File: src/rtl/spi_byte_engine.sv
module spi_byte_engine #(
  parameter int DW = 8,
  parameter logic [DW-1:0] FILL = '1
) (
  input  logic          clk,
  input  logic          rst_n,
  input  logic          spi_sck,
  input  logic          spi_cs_n,
  input  logic          spi_mosi,
  output logic          spi_miso,
  output logic [DW-1:0] rx_data,
  output logic          rx_valid,
  input  logic          rx_ready,
  input  logic [DW-1:0] tx_data,
  input  logic          tx_valid,
  output logic          tx_ready,
  output logic          tx_underflow,
  output logic          rx_overflow
);
  localparam int CW = $clog2(DW);
  localparam logic [CW-1:0] LAST = CW'(DW - 1);

  logic          sck_q, cs_n_q, fetched, have;
  logic [CW-1:0] bcnt;
  logic [DW-1:0] cur, rx_sh;

  wire          sel     = ~spi_cs_n;
  wire          rise    = sel & spi_sck & ~sck_q;
  wire          fall    = sel & ~spi_sck & sck_q;
  wire          start   = sel & cs_n_q;
  wire          stop    = spi_cs_n & ~cs_n_q;
  wire          last    = (bcnt == LAST);
  wire          fetch   = fall & last;
  wire [DW-1:0] eff     = have ? cur : FILL;
  wire [DW-1:0] rx_byte = {rx_sh[DW-2:0], spi_mosi};
  wire          rx_take = ~rx_valid | rx_ready;

  assign tx_ready = fetch | (spi_cs_n & ~have);

  always_ff @(posedge clk or negedge rst_n) begin
    if (!rst_n) begin
      sck_q        <= 1'b0;
      cs_n_q       <= 1'b1;
      fetched      <= 1'b0;
      have         <= 1'b0;
      bcnt         <= '0;
      cur          <= '0;
      rx_sh        <= '0;
      rx_data      <= '0;
      rx_valid     <= 1'b0;
      spi_miso     <= 1'b0;
      tx_underflow <= 1'b0;
      rx_overflow  <= 1'b0;
    end else begin
      sck_q        <= spi_sck;
      cs_n_q       <= spi_cs_n;
      tx_underflow <= 1'b0;
      rx_overflow  <= 1'b0;

      if (stop) begin
        bcnt    <= '0;
        fetched <= 1'b0;
        if (last && !fetched) have <= 1'b0;
      end
      if (spi_cs_n && !have && tx_valid) begin
        cur  <= tx_data;
        have <= 1'b1;
      end

      if (start) spi_miso <= eff[DW-1];

      if (rise) begin
        rx_sh   <= rx_byte;
        bcnt    <= last ? '0 : bcnt + 1'b1;
        fetched <= 1'b0;
        if (bcnt == '0 && !have) tx_underflow <= 1'b1;
        if (last && !rx_take) rx_overflow <= 1'b1;
      end

      if (fall) begin
        spi_miso <= eff[LAST - bcnt];
        if (last) begin
          fetched <= 1'b1;
          have    <= tx_valid;
          if (tx_valid) cur <= tx_data;
        end
      end

      if (rise && last && rx_take) begin
        rx_data  <= rx_byte;
        rx_valid <= 1'b1;
      end else if (rx_ready) begin
        rx_valid <= 1'b0;
      end
    end
  end

  AST_IDLE_NO_COUNT: assert property (@(posedge clk) disable iff (!rst_n)
    spi_cs_n && cs_n_q |-> bcnt == '0 && !fetched);
  AST_MISO_ON_FALL: assert property (@(posedge clk) disable iff (!rst_n)
    !$past(fall) && !$past(start) |-> $stable(spi_miso));
  AST_RX_HELD: assert property (@(posedge clk) disable iff (!rst_n)
    rx_valid && !rx_ready |=> rx_valid && $stable(rx_data));
  AST_FLAG_NEEDS_EDGE: assert property (@(posedge clk) disable iff (!rst_n)
    tx_underflow || rx_overflow |-> $past(rise));
  AST_RX_ON_BOUNDARY: assert property (@(posedge clk) disable iff (!rst_n)
    $rose(rx_valid) |-> $past(rise && last));
endmodule

File: config.mk
export PLATFORM = sky130hd
export DESIGN_NAME = spi_byte_engine
export DESIGN_NICKNAME = d
export VERILOG_FILES = /design/src/rtl/spi_byte_engine.sv
export SDC_FILE = /design/constraint.sdc
export NUM_CORES = 1
export LEC_CHECK = 0
export BUFFER_PORTS_ARGS = -buffer_cell sky130_fd_sc_hd__buf_2
export CORE_ASPECT_RATIO = 1.5
export CORE_MARGIN = 2
export CORE_UTILIZATION = 50
export DETAILED_ROUTE_END_ITERATION = 8
export HOLD_SLACK_MARGIN = 0.05
export PLACE_DENSITY = 0.73
export SLEW_MARGIN = 0
export SYNTH_ARGS = -nofsm -noshare
export SYNTH_HDL_FRONTEND = slang
export SYNTH_SLANG_ARGS = --single-unit
File: constraint.sdc
create_clock -name clk -period 3.4 [get_ports clk]
set_input_delay 0 -clock clk [delete_from_list [all_inputs] [get_ports clk]]
set_output_delay 0 -clock clk [all_outputs]
set_load 0.01 [all_outputs]
==> impl_summary.md <==
Clock tree
The clock input transition at the sequential cells of the worst setup and hold paths is around 60 ps. The number of setup buffers added after CTS is 0. The clock tree from TritonCTS is built. In this run, CTS created clock tree buffers numbering 5. The master cell of the clock root buffer is sky130_fd_sc_hd__clkbuf_8. The clock tree synthesis step divided the H-tree into 2 levels. The number of gates given a new drive strength after cts is 0.

For this design, the sink count on the clock tree is 34. The quantity of hold-fixing buffers added after cts is 13. The maximum number of buffers from clock root to sink is 2. At the later pin of the worst-skew pair, clock insertion delay measures 280 ps.

Timing
The final total negative setup slack is 0 ps. The final number of hold-violating endpoints is 0. The fmax is 518 MHz. The final number of max-transition violations was 0.

The final clock period utilization by the worst path is between 50% and 60%. The minimum hold slack is about 79 ps. Setup repair after global routing left no endpoint under its margin.

The worst pin sits at a relative slew slack of 51.2%. For the pin with the worst max-slew slack, the measured transition is 732 ps. Subtracting the final worst setup slack from the clock period gives around 1900 ps. Between clock sinks in the finished design, the worst skew comes to about 4.7 ps.

Setup violations remaining at the end of the flow were counted as 0.

Cells and area
The layout-stage area growth over the synthesis result is 27.1%. The ratio of cells with drive above 1 in the final layout is 43.0%. Leaving out fill and tap cells, the most frequent cells in the layout are sky130_fd_sc_hd__dfrtp_1 (33), sky130_fd_sc_hd__buf_2 (27), sky130_fd_sc_hd__mux2_2 (25). The number of antenna diodes in the final layout is 0. The most common library cell in the layout ignoring fill and taps is sky130_fd_sc_hd__dfrtp_1. At the end of the flow, the number of nets in the layout was between 150 and 200. The utilization after layout is between 60% and 70%. The finished cells cover between 1500 and 2000 sq um. After filler insertion, the fill cell instance count of the layout stands at between 200 and 250.

Power and ir drop
Per report_power, the sequential group accounts for approximately 54% of the total. Cell internal power was estimated by the tool at 751 uW. The static leakage is between 0.0009 and 0.001 uW. The maximum vdd drop is 0.337 mV. The relative contribution of the clock network to total power is a little under a third.

In this run the power spent charging and discharging nets is 245 uW. Net switching is 24.6% of the power. In this run, the combinational gates consume 16.2% of the power. In this run the power density over the cells is about 530 nW/um^2. The power after layout is 995 uW.

Die
The die covers between 3000 and 4000 sq um. Pin placement for this block handled 28 I/O pins. The effective utilization at floorplan is between 50% and 60%.

The width of the die is slightly below 50 um. The standard-cell row count is 24. The area inside the core boundary is approximately 2900 sq um. The height of the die is ~71 um.

Route
In this run, the number of DRC markers left after iteration 0 of detailed routing was 16. For this run, the detailed router's first-pass iteration total came to 4. For this block, the routed nets add up to 2.63 mm of wire. In this run the remaining antenna-violating nets after routing total 0.

The number of vias per cell is between 5 and 6. The wire length per cell after detailed routing is 13.9 um. For this run, design rule violations remaining after detail routing come to 0. The overall via count from detail_route is roughly 960.

Global route
The leftover overflow at the end of global routing is 0. Global routing consumed, over all layers together, roughly 18% of the routing resources. Entering global routing, the biggest net connects 35 pins. The number of antenna violations at the first check in global routing is 0. The first-pass GRT wire length is about 4.5 mm. The via count of the first global-routing pass is about 1k.

Worst setup path
Walking the worst path, the cells encountered are ha_1 -> ha_1 -> and4bb_2 -> o21ai_4 -> mux2_2. The cell with the largest stage delay on the worst path is sky130_fd_sc_hd__dfrtp_1. The type of origin of the critical path is a flip-flop. The data required time at the worst endpoint is about 3600 ps. The number of cell instances on the worst register-to-register path is 5. The type of destination of the critical path is a flip-flop. Data arrives at the worst endpoint at 2100 ps.

The most common cell type on the critical path is sky130_fd_sc_hd__ha_1. The maximum fanout along the worst path is 8. The critical path class is flip-flop to flip-flop. On the worst path, the slowest cell contributes a delay of 430 ps.

Yosys
The synthesized design contains 34 register bits. The synthesized netlist occupies a cell area of ~1500 sq um. During synthesis, Yosys emitted a total of 0 warnings. Synthesis handed over a netlist of between 100 and 150 instances. After synthesis, the netlist uses 23 different library cells.

The share of the Yosys chip area taken by registers is just under 60%. Averaged over all synthesized cells, the footprint is ~14 sq um. The number of nets produced by synthesis is 122.

Placement
The HPWL reported at the end of detailed placement is between 1.5 and 2 mm. At the end of routability-driven placement, the weighted congestion stood at between 0.7 and 0.8. The number of port buffers is 27. Once placement finished, the instance area stood at 1650 sq um.

Min path
The worst hold path stage count is 3. The tightest min-delay check is of the primary input to flip-flop type.

Flow run
Max-cap violations in this run came to 0.

Outcome
The run finished with clean final reports.
-- through the flow --
step	std cells	worst slack [ps]
2_1_floorplan	104	1610
3_3_place_gp	169	1520
3_5_place_dp	169	1470
4_1_cts	190	1460
5_1_grt	190	1390
6_report	190	1470
-- routing by layer --
metal / global-route usage [%] / routed length (um) / vias to the layer above
li1: - / - / 457
met1: 18.8 / 1060 / 466
met2: 30.9 / 1370 / 25
met3: 4.49 / 94 / 10
met4: 13.3 / 111 / 0
met5: 0 / 0 / -
-- cell usage after synthesis --
| library cell | number | area share (%) |
|---|---|---|
| sky130_fd_sc_hd__ha_1 | 3 | 2.5 |
| sky130_fd_sc_hd__nand2b_1 | 4 | 1.7 |
| sky130_fd_sc_hd__a21oi_1 | 1 | 0.34 |
| sky130_fd_sc_hd__dfrtp_1 | 33 | 56 |
| sky130_fd_sc_hd__dfstp_2 | 1 | 1.8 |
| sky130_fd_sc_hd__o22a_1 | 1 | 0.59 |
| sky130_fd_sc_hd__o21ai_4 | 1 | 1.1 |
| sky130_fd_sc_hd__nor3b_4 | 1 | 1.3 |
| sky130_fd_sc_hd__mux4_1 | 2 | 3.6 |
| sky130_fd_sc_hd__nor2b_1 | 3 | 1.3 |
| sky130_fd_sc_hd__mux2_2 | 25 | 19 |
| sky130_fd_sc_hd__a22o_1 | 1 | 0.59 |
| sky130_fd_sc_hd__inv_1 | 3 | 0.76 |
| sky130_fd_sc_hd__nor3b_1 | 2 | 1.0 |
| sky130_fd_sc_hd__and3_1 | 1 | 0.42 |
| sky130_fd_sc_hd__nand3_4 | 1 | 1.2 |
| sky130_fd_sc_hd__nand2_1 | 9 | 2.3 |
| sky130_fd_sc_hd__nor2_1 | 3 | 0.76 |
| sky130_fd_sc_hd__or2_2 | 1 | 0.42 |
| sky130_fd_sc_hd__buf_2 | 1 | 0.34 |
| sky130_fd_sc_hd__a31oi_1 | 1 | 0.42 |
| sky130_fd_sc_hd__o21ai_0 | 5 | 1.7 |
| sky130_fd_sc_hd__and4bb_2 | 1 | 0.85 |
-- cell families after synthesis --
logic type,Yosys count,synth area share (%)
AO/OA/AOI/OAI,10,4.75
adder cells (fa/ha/maj),3,2.54
buffers and inverters,4,1.10
flip-flops,34,57.8
multiplexers,27,22.6
AND/OR/NAND/NOR,26,11.2
-- path summary, 6_finish.rpt --
check | slack [ps] | end | start
max | 1470 | flip-flop | bcnt[1]$_DFFE_PN0P_
min | 80 | rx_overflow$_DFF_PN0_ | rx_ready
max reg2reg | 1470 | flip-flop | bcnt[1]$_DFFE_PN0P_
min reg2reg | 500 | flip-flop | flip-flop
max in group asynchronous | 2620 | asynchronous set/reset pin | rst_n
min in group asynchronous | 310 | rx_data[6]$_DFFE_PN0P_ | rst_n
-- final cells by class --
| cell class | instances | area [sq um] | area share, % |
|---|---|---|---|
| clock inverter | 1 | 5.00 | 0.267 |
| sequential | 34 | 852 | 45.4 |
| inverter | 3 | 11.3 | 0.600 |
| clock buffer | 7 | 86.3 | 4.60 |
| multi-input combinational | 66 | 607 | 32.4 |
| timing repair buffer | 40 | 265 | 14.1 |
| tap | 39 | 48.8 | 2.60 |
-- power groups by stage --
stage | logic (uW) | registers [uW] | clock network, uW
floorplan | 111 | 525 | 0
global placement | 144 | 538 | 0
detailed placement | 152 | 540 | 0
CTS | 164 | 532 | 313
global route | 179 | 545 | 327
finish | 161 | 532 | 302
-- critical path, delay by kind of cell (launching register included) --
family | cells | cell delay [ps]
AOI/OAI and AO/OA | 1 | 260
adders and majority gates | 2 | 470
DFF | 1 | 430
muxes | 1 | 370
and+or+nand+nor | 1 | 290
No activity file was read; power rests on OpenSTA's default activity.
